==> config.mk <==
export PLATFORM = sky130hd
export DESIGN_NAME = xbar_switch
export DESIGN_NICKNAME = d
export VERILOG_FILES = /design/src/rtl/xbar_pkg.sv /design/src/rtl/xbar_decode.sv /design/src/rtl/xbar_arbiter.sv /design/src/rtl/xbar_switch.sv
export SDC_FILE = /design/constraint.sdc
export NUM_CORES = 1
export LEC_CHECK = 0
export BUFFER_PORTS_ARGS = -buffer_cell sky130_fd_sc_hd__clkbuf_2
export CAP_MARGIN = 25
export CORE_AREA = 2 2 572 574
export CTS_CLUSTER_DIAMETER = 120
export DETAILED_ROUTE_END_ITERATION = 12
export DIE_AREA = 0 0 574 576
export PLACE_DENSITY = 0.3
export SYNTH_ARGS = -nofsm -noshare
export SYNTH_HDL_FRONTEND = slang
export SYNTH_HIERARCHICAL = 1
export SYNTH_SLANG_ARGS = --single-unit
==> constraint.sdc <==
create_clock -name clk -period 7.5 [get_ports clk]
set_input_delay 0.75 -clock clk [delete_from_list [all_inputs] [get_ports clk]]
set_output_delay 0.75 -clock clk [all_outputs]
set_load 0.02 [all_outputs]
==> src/rtl/xbar_pkg.sv <==
package xbar_pkg;
  typedef enum logic {
    ARB_ROUND_ROBIN = 1'b0,
    ARB_FIXED_PRIO  = 1'b1
  } arb_mode_e;
endpackage

==> src/rtl/xbar_decode.sv <==
module xbar_decode #(
  parameter int unsigned ADDR_W   = 32,
  parameter int unsigned N_SLAVES = 5,
  parameter int unsigned REGION_W = 3,
  localparam int unsigned SW = (N_SLAVES > 1) ? $clog2(N_SLAVES) : 1
) (
  input  logic [ADDR_W-1:0] addr,
  output logic [SW-1:0]     sel
);
  logic [REGION_W-1:0] region;

  always_comb begin
    region = addr[ADDR_W-1 -: REGION_W];
    if (int'(region) < int'(N_SLAVES)) sel = SW'(region);
    else                               sel = SW'(N_SLAVES - 1);
  end

  always_comb begin
    assert_sel_in_range_R1: assert (int'(sel) < int'(N_SLAVES));
  end
endmodule

==> src/rtl/xbar_arbiter.sv <==
module xbar_arbiter #(
  parameter int unsigned N_M = 4,
  localparam int unsigned IW = (N_M > 1) ? $clog2(N_M) : 1
) (
  input  logic                clk,
  input  logic                rst,
  input  logic [N_M-1:0]      req_vec,
  input  logic                done,
  input  xbar_pkg::arb_mode_e mode,
  output logic                owner_vld,
  output logic [IW-1:0]       owner
);
  logic [IW-1:0] last_q;
  logic [IW-1:0] pick;
  logic          found;
  logic          release_own;
  int unsigned   idx;

  // Search order: from last grant + 1 (round-robin) or from index 0 (fixed)
  always_comb begin
    found = 1'b0;
    pick  = '0;
    idx   = 0;
    for (int k = 0; k < int'(N_M); k++) begin
      if (mode == xbar_pkg::ARB_FIXED_PRIO) idx = k;
      else idx = (int'(last_q) + 1 + k) % N_M;
      if (!found && req_vec[idx]) begin
        found = 1'b1;
        pick  = IW'(idx);
      end
    end
  end

  assign release_own = owner_vld && (!req_vec[owner] || done);

  always_ff @(posedge clk) begin
    if (rst) begin
      owner_vld <= 1'b0;
      owner     <= '0;
      last_q    <= IW'(N_M - 1);
    end else if (release_own) begin
      owner_vld <= 1'b0;
    end else if (!owner_vld && found) begin
      owner_vld <= 1'b1;
      owner     <= pick;
      last_q    <= pick;
    end
  end

  assert_hold_owner_R6: assert property (@(posedge clk) disable iff (rst)
    (owner_vld && req_vec[owner] && !done) |=> (owner_vld && owner == $past(owner)));

  assert_release_on_done_R6: assert property (@(posedge clk) disable iff (rst)
    (owner_vld && done) |=> !owner_vld);

  assert_grant_to_requester_R5: assert property (@(posedge clk) disable iff (rst)
    (owner_vld && !$past(owner_vld)) |-> (($past(req_vec) & (N_M'(1) << owner)) != '0));

  assert_rr_moves_on_R7: assert property (@(posedge clk) disable iff (rst)
    (!owner_vld && mode == xbar_pkg::ARB_ROUND_ROBIN &&
     ((req_vec & ~(N_M'(1) << last_q)) != '0)) |=> (owner != $past(last_q)));

  assert_fixed_lowest_R8: assert property (@(posedge clk) disable iff (rst)
    (!owner_vld && mode == xbar_pkg::ARB_FIXED_PRIO && req_vec[0]) |=> (owner_vld && owner == '0));
endmodule

==> src/rtl/xbar_switch.sv <==
module xbar_switch #(
  parameter int unsigned N_M      = 4,
  parameter int unsigned N_S      = 5,
  parameter int unsigned AW       = 32,
  parameter int unsigned DW       = 64,
  parameter int unsigned REGION_W = 3
) (
  input  logic               clk,
  input  logic               rst,
  input  logic [N_M-1:0]     m_req,
  input  logic [N_M-1:0]     m_we,
  input  logic [N_M*AW-1:0]  m_addr,
  input  logic [N_M*DW-1:0]  m_wdata,
  output logic [N_M*DW-1:0]  m_rdata,
  output logic [N_M-1:0]     m_ack,
  output logic [N_M-1:0]     m_stall,
  output logic [N_S-1:0]     s_req,
  output logic [N_S-1:0]     s_we,
  output logic [N_S*AW-1:0]  s_addr,
  output logic [N_S*DW-1:0]  s_wdata,
  input  logic [N_S*DW-1:0]  s_rdata,
  input  logic [N_S-1:0]     s_ack,
  input  logic [N_S-1:0]     arb_fixed
);
  localparam int unsigned MIW = (N_M > 1) ? $clog2(N_M) : 1;
  localparam int unsigned SW  = (N_S > 1) ? $clog2(N_S) : 1;

  logic [SW-1:0]  tgt      [N_M];
  logic [AW-1:0]  maddr_a  [N_M];
  logic [DW-1:0]  mwdata_a [N_M];
  logic [DW-1:0]  srdata_a [N_S];
  logic [MIW-1:0] own_idx  [N_S];
  logic [N_S-1:0] own_vld;
  logic [N_M-1:0] gnt;

  for (genvar m = 0; m < N_M; m++) begin : g_mst_in
    assign maddr_a[m]  = m_addr[m*AW +: AW];
    assign mwdata_a[m] = m_wdata[m*DW +: DW];
    xbar_decode #(.ADDR_W(AW), .N_SLAVES(N_S), .REGION_W(REGION_W)) u_dec (
      .addr (maddr_a[m]),
      .sel  (tgt[m])
    );
  end

  for (genvar s = 0; s < N_S; s++) begin : g_slv
    logic [N_M-1:0] rv;
    for (genvar m = 0; m < N_M; m++) begin : g_rv
      assign rv[m] = m_req[m] && (tgt[m] == SW'(s));
    end

    xbar_arbiter #(.N_M(N_M)) u_arb (
      .clk       (clk),
      .rst       (rst),
      .req_vec   (rv),
      .done      (s_ack[s] && s_req[s]),
      .mode      (xbar_pkg::arb_mode_e'(arb_fixed[s])),
      .owner_vld (own_vld[s]),
      .owner     (own_idx[s])
    );

    assign srdata_a[s]           = s_rdata[s*DW +: DW];
    assign s_req[s]              = own_vld[s] && rv[own_idx[s]];
    assign s_we[s]               = m_we[own_idx[s]];
    assign s_addr[s*AW +: AW]    = maddr_a[own_idx[s]];
    assign s_wdata[s*DW +: DW]   = mwdata_a[own_idx[s]];
  end

  for (genvar m = 0; m < N_M; m++) begin : g_mst_out
    logic [N_S-1:0] gm;
    for (genvar s = 0; s < N_S; s++) begin : g_gm
      assign gm[s] = own_vld[s] && (own_idx[s] == MIW'(m));
    end
    assign gnt[m]              = m_req[m] && gm[tgt[m]];
    assign m_ack[m]            = gnt[m] && s_ack[tgt[m]];
    assign m_rdata[m*DW +: DW] = srdata_a[tgt[m]];
    assign m_stall[m]          = m_req[m] && !gnt[m];

    assert_one_port_per_master_R5: assert property (@(posedge clk) disable iff (rst)
      $onehot0(gm));
    assert_ack_needs_request_R3: assert property (@(posedge clk) disable iff (rst)
      m_ack[m] |-> m_req[m]);
    assert_stall_excludes_ack_R5: assert property (@(posedge clk) disable iff (rst)
      !(m_stall[m] && m_ack[m]));
  end

  assert_idle_after_reset_R10: assert property (@(posedge clk)
    $fell(rst) |-> (s_req == '0 && m_ack == '0));
endmodule

==> impl_metrics.yaml, run 1 <==
outcome:
  status: "complete, no violations"
finish:
  final_cell_mix: "clkbuf_2, mux4_2, nand2_1"
  final_area_mm2: 0.0367
  areaGrowthSynthToFinish_pct: 51.2
  drive_gt1_frac: 0.701
  nNetsFinal: 4052
  final_common_cell: "clkbuf_2"
routing:
  wl_per_cell_um: 32.1
  vias_per_cell: 3.73
  ant_nets: 0
  routed_wl_um: 248000
  drc: 0
  vias: 28800
  first_iter_violations: 2335
  firstDrtPassIters: 5
critical_path:
  crit_start: "m_addr[93]"
  critPathMaxFanout: 38
  cp-end-kind: "output port"
  worst-path-buf-inv: 5
  reg2reg_slack_ns: 5.29
  crit_cells: 9
  critPathSlowestCell: "nor2b_4"
  cp.required_ns: 6.75
  cp_slowest_stage_delay_ns: 0.61
  critPathCapture: "m_rdata[131]"
  reg2reg_from: "g_slv[4].u_arb/owner[0]$_SDFFE_PP0P_"
  cp-start-kind: "primary input"
  reg2reg_depth: 7
  path_cells: "clkbuf_2 -> nor2b_4 -> buf_4 -> nor3b_4 -> buf_4 -> buf_4 -> nand2_1 -> o21ai_0 -> clkbuf_2"
  crit_type: "primary input to output port"
  crit_top_cell: "buf_4"
  rr_endpoint: "g_slv[4].u_arb/owner_vld$_SDFFE_PP0P_"
  crit_family: "buffers and inverters"
  critPathArrivalTime_ns: 3.81
timing:
  rsz0062_at_grt: "no"
  finalCritPeriodShare: 0.608
  fmax_mhz: 219
  report.final.slew_viol_count: 0
  setup_viol: 0
  hold_violations: 0
  tightestPinTransition_ns: 1.18
  finalCriticalPeriod_ns: 4.56
  tns_ns: 0
  max-slew-margin-rel: 0.211
  fin_skew_ns: 0.00206
clock_tree:
  root_buffer: "clkbuf_16"
  postCtsSetupBuffers: 0
  ctsHoldBuffers: 0
  cts_buffers: 3
  cts_max_level: 1
  clk_path_buf_depth: 2
  clk_latency_ns: 0.26
  tritoncts: "done"
  cts_sinks: 25
  cts_resized: 0
  path_clk_slew_ns: 0.07
global_route:
  grt_start_max_net_pins: 91
  antenna_found_initial: 92
  grt_overflow: 0
  grt.total_usage: 0.143
  grt_pass1_wl_um: 317000
  grt_pass1_vias: 29400
min_path:
  hold_start: "g_slv[4].u_arb/owner_vld$_SDFFE_PP0P_"
  hp-class: "register to register"
  worstHoldPathCells: 2
floorplanning:
  core_area_mm2: 0.325
  die_height_um: 576
  initial_core_util: 0.0746
  fp.dieW_um: 574
  pin_count: 1478
  die_area_mm2: 0.331
  rows: 210
place:
  io_buffers: 1477
  post-dp-hpwl_um: 209000
  place.gp.congestion: 0.962
  placed_area_mm2: 0.0365
synthesis:
  synth.net_count: 2769
  ys_ff_latch: 25
  synth_flop_cell: "dfxtp_1"
  yosysWarnings: 6
  ys_types: 65
  ys_seq_area_frac: 0.0206
  synth.avg_cell_area_um2: 11.9
  synth_edf_count: 0
  netlist_area_mm2: 0.0243
  synth_cells: 2045
  synthArstFlopShare: 0
pwr:
  p_total_mw: 5.62
  powerDensity_mw_per_mm2: 153
  ir_drop_uv: 97.4
  leakage_nw: 13.5
run:
  maxCapViolCount: 0
worst reg2reg max path: stages (launching register included):
cell and delay, ns:
dfxtp_4 0.79, buf_4 0.41, and3_1 0.24, nand3_1 0.10, nand4_1 0.17, and2_1 0.17, nand3b_1 0.13, a21oi_1 0.07
stage by stage:
| stage | setup slack (ns) | util | cells | hold WS [ns] |
|---|---|---|---|---|
| floorplan | 4.33 | - | 2045 | 0.484 |
| global placement | 2.41 | 0.112 | 7668 | 0.610 |
| detailed placement | 2.79 | 0.112 | 7669 | 0.615 |
| CTS | 2.79 | 0.112 | 7673 | 0.629 |
| global route | 2.78 | 0.113 | 7700 | 0.666 |
| finish | 2.94 | 0.113 | 7721 | 0.621 |
registers in the layout, indices dropped and copies added, names as in the netlist:
name                   count
g_slv.u_arb/last_q        10
g_slv.u_arb/owner_vld      5
g_slv.u_arb/owner         10
logic make-up (layout without fill, tap and decap cells):
family / Yosys count / in the layout / share of synthesized area
AOI/OAI and AO/OA: 397 / 397 / 0.103
buffers and inverters: 466 / 1748 / 0.0905
and+or+nand+nor: 377 / 377 / 0.0769
other: 0 / 48 / 0
muxes: 780 / 780 / 0.709
DFF: 25 / 25 / 0.0206
how the worst min path moves through the flow:
| stage | end | slack [ns] |
|---|---|---|
| after global placement | g_slv[4].u_arb/owner_vld$_SDFFE_PP0P_ | 0.61 |
| after CTS | g_slv[4].u_arb/owner_vld$_SDFFE_PP0P_ | 0.63 |
| after floorplan | g_slv[0].u_arb/owner[1]$_SDFFE_PP0P_ | 0.48 |
| after global routing | g_slv[4].u_arb/owner_vld$_SDFFE_PP0P_ | 0.67 |
| after detailed placement | g_slv[4].u_arb/owner_vld$_SDFFE_PP0P_ | 0.61 |
| final | g_slv[4].u_arb/owner_vld$_SDFFE_PP0P_ | 0.62 |
area by class of cell:
cell class	count	area (um2)
Fill cell	37700	289000
Sequential cell	25	538
Clock buffer	4	78.8
Inverter	210	791
Multi-Input combinational cell	1554	21600
Tap cell	4346	5440
Timing Repair Buffer	1534	8080
Antenna cell	48	120
layer usage:
layer | up-vias | global-route usage | share of wire
li1 | 11300 | - | -
met1 | 15400 | 0.155 | 0.36
met2 | 1754 | 0.258 | 0.51
met3 | 365 | 0.0309 | 0.065
met4 | 16 | 0.0743 | 0.062
met5 | - | 0 | 0.00042
Yosys cell counts (all sizes together), types with 6 or more instances:
cell | count | area [um2]
mux2i | 31 | 329
nand2 | 222 | 833
buf | 183 | 1130
nor3 | 7 | 35.0
a221oi | 7 | 61.3
clkbuf | 73 | 274
and3 | 7 | 48.8
and2 | 12 | 75.1
nand3b | 22 | 165
or2 | 6 | 37.5
o21ai | 217 | 1090
o32ai | 6 | 52.6
nor2b | 16 | 108
nor2 | 26 | 97.6
nand3 | 6 | 30.0
o31ai | 10 | 75.1
inv | 210 | 788
a221o | 10 | 100
a22o | 64 | 561
o21a | 6 | 45.0
nand2b | 6 | 37.5
dfxtp | 25 | 500
a21oi | 36 | 199
mux4 | 749 | 16900
report_power, final:
part           leakage (nW)  internal [mW]  switching, mW
Clock                0.0384         0.0729         0.0505
Sequential            0.213          0.159          0.200
Combinational          13.3           1.87           3.27
No activity file was read; power rests on OpenSTA's default activity.
==> run 2: changes to the inputs <==
--- a/config.mk
+++ b/config.mk
@@ -7,10 +7,10 @@
 export LEC_CHECK = 0
 export BUFFER_PORTS_ARGS = -buffer_cell sky130_fd_sc_hd__clkbuf_2
 export CAP_MARGIN = 25
-export CORE_AREA = 2 2 572 574
+export CORE_AREA = 2 2 578 580
 export CTS_CLUSTER_DIAMETER = 120
 export DETAILED_ROUTE_END_ITERATION = 12
-export DIE_AREA = 0 0 574 576
+export DIE_AREA = 0 0 580 582
 export PLACE_DENSITY = 0.3
 export SYNTH_ARGS = -nofsm -noshare
 export SYNTH_HDL_FRONTEND = slang
==> constraint.sdc (replaced) <==
create_clock -name clk -period 4.39 [get_ports clk]
set_input_delay 0.439 -clock clk [delete_from_list [all_inputs] [get_ports clk]]
set_output_delay 0.439 -clock clk [all_outputs]
set_load 0.02 [all_outputs]
==> run 2 against run 1 <==
Largest power group unchanged; via count increased by 0.44%; worst hold slack improved by 0.0087 ns; utilization barely moved; die area rose by 2.1%; first-iteration DRC count rose by 6.7%.
==> impl_metrics.yaml, run 2 (synthesis results as in run 1) <==
critical_path:
  crit_type: "primary input to output port"
  worst-path-buf-inv: 5
  crit_top_cell: "buf_4"
  cp.required_ns: 3.95
  crit_family: "buffers and inverters"
  path_cells: "buf_4 -> nor2b_4 -> buf_12 -> buf_4 -> mux4_2 -> inv_1 -> o21ai_0 -> clkbuf_2"
  cp-start-kind: "primary input"
  critPathMaxFanout: 28
  cp_slowest_stage_delay_ns: 0.47
  critPathSlowestCell: "nor2b_4"
  cp-end-kind: "output port"
  critPathArrivalTime_ns: 3.04
routing:
  wl_met2_um: 132000
  met1_length_um: 91900
  firstDrtPassIters: 5
  highest_layer: "met5"
  routed_wl_um: 259000
  vias: 28900
  vias_per_cell: 3.70
  first_iter_violations: 2492
  drc: 0
  dr_wl_met3_um: 16500
  ant_nets: 0
  wl_per_cell_um: 33.2
pwr:
  pwr-share-seq: 0.061
  power_frac_comb: 0.917
  p_switching_mw: 6.20
  powerDensity_mw_per_mm2: 265
  leakage_nw: 13.9
  clockPowerShare: 0.022
  switching_share: 0.627
  ir_drop_uv: 135
  p_int_mw: 3.68
timing:
  finalCriticalPeriod_ns: 3.47
  tns_ns: 0
  tightestPinTransition_ns: 1.07
  fin_skew_ns: 0.00124
  fmax_mhz: 288
  rsz0062_at_grt: "no"
  max-slew-margin-rel: 0.276
  setup_viol: 0
  finalCritPeriodShare: 0.792
  report.final.slew_viol_count: 0
  hold_violations: 0
global_route:
  grt_pass1_wl_um: 329000
  grt.total_usage: 0.147
  grt_pass1_vias: 29800
  grt_start_max_net_pins: 65
  antenna_found_initial: 100
  grt_overflow: 0
finish:
  areaGrowthSynthToFinish_pct: 53.7
  final_cell_mix: "clkbuf_2, mux4_2, nand2_1"
  final_common_cell: "clkbuf_2"
  drive_gt1_frac: 0.706
  fill_cells: 38300
  nNetsFinal: 4107
  final_cells: 7808
  reg_top3: "g_slv.u_arb/last_q (10), g_slv.u_arb/owner (10), g_slv.u_arb/owner_vld (5)"
place:
  dp.cells: 7765
  post-dp-hpwl_um: 222000
  place.gp.congestion: 0.989
  io_buffers: 1477
floorplanning:
  fp.dieW_um: 580
  die_area_mm2: 0.338
  core_area_mm2: 0.332
  rows: 212
  die_height_um: 582
  initial_core_util: 0.0731
  pin_count: 1478
min_path:
  hp-class: "register to register"
clock_tree:
  path_clk_slew_ns: 0.08
  clk_path_buf_depth: 2
  cts_buffers: 3
  clk_latency_ns: 0.27
  postCtsSetupBuffers: 0
  tritoncts: "done"
  cts_resized: 0
  cts_max_level: 1
  ctsHoldBuffers: 0
  cts_sinks: 25
  root_buffer: "clkbuf_16"
run:
  maxCapViolCount: 0
outcome:
  status: "complete, no violations"
[run 2: cell types whose count changed in the layout (fill, tap and decap cells not counted)]
cell        change
buf_4          +42
clkbuf_2        -1
diode_2         -9
clkinvlp_4      +1
clkbuf_1        -1
buf_12         +14
[run 2: worst paths after layout]
check | startpoint | end | slack (ns) | cells after the start
max | m_addr[63] | m_rdata[89] | 0.92 | 8
max reg2reg | g_slv[2].u_arb/owner[1]$_SDFFE_PP0P_ | g_slv[2].u_arb/owner_vld$_SDFFE_PP0P_ | 2.09 | 7
min | g_slv[4].u_arb/owner_vld$_SDFFE_PP0P_ | g_slv[4].u_arb/owner_vld$_SDFFE_PP0P_ | 0.63 | 2
min reg2reg | g_slv[4].u_arb/owner_vld$_SDFFE_PP0P_ | g_slv[4].u_arb/owner_vld$_SDFFE_PP0P_ | 0.63 | 2
[run 2: routing by layer]
layer  global-route usage  vias up
li1                     -    11400
met1                0.158    15400
met2                0.266     1799
met3               0.0290      363
met4               0.0849       24
met5                    0        -
[run 2: power groups by stage]
| stage | Sequential [mW] | Clock, mW | Combinational [mW] |
|---|---|---|---|
| floorplan | 0.300 | 0 | 5.04 |
| global placement | 0.641 | 0 | 9.25 |
| detailed placement | 0.637 | 0 | 9.20 |
| CTS | 0.633 | 0.228 | 9.24 |
| global route | 0.638 | 0.238 | 9.41 |
| finish | 0.601 | 0.221 | 9.06 |
[run 2: worst reg2reg max path: stages, from the launching register on]
cell	delay (ns)
dfxtp_4	0.81
buf_4	0.40
or4b_1	0.18
o22ai_1	0.09
a41o_1	0.23
o21a_1	0.17
nand3b_1	0.19
a21oi_1	0.16
[run 2: final cells by class]
cell class,instances,area [um2],area share
Sequential cell,25,538,0.0144
Multi-Input combinational cell,1554,21600,0.580
Tap cell,4387,5490,0.147
Clock inverter,1,7.51,0.000201
Inverter,210,791,0.0212
Timing Repair Buffer,1589,8670,0.232
Clock buffer,3,75.1,0.00201
Antenna cell,39,97.6,0.00262
[run 2: stage by stage]
step           utilization  hold slack [ns]  setup WS [ns]  area [um2]  power (mW)
5_1_grt              0.112            0.658          0.717       37300        10.3
3_5_place_dp         0.112            0.607          0.594       37100        9.83
3_3_place_gp         0.112            0.604          0.593       37100        9.89
2_1_floorplan            -            0.484           1.66       24300        5.34
4_1_cts              0.112            0.616          0.799       37200        10.1
6_report             0.112            0.629          0.915       37300        9.88
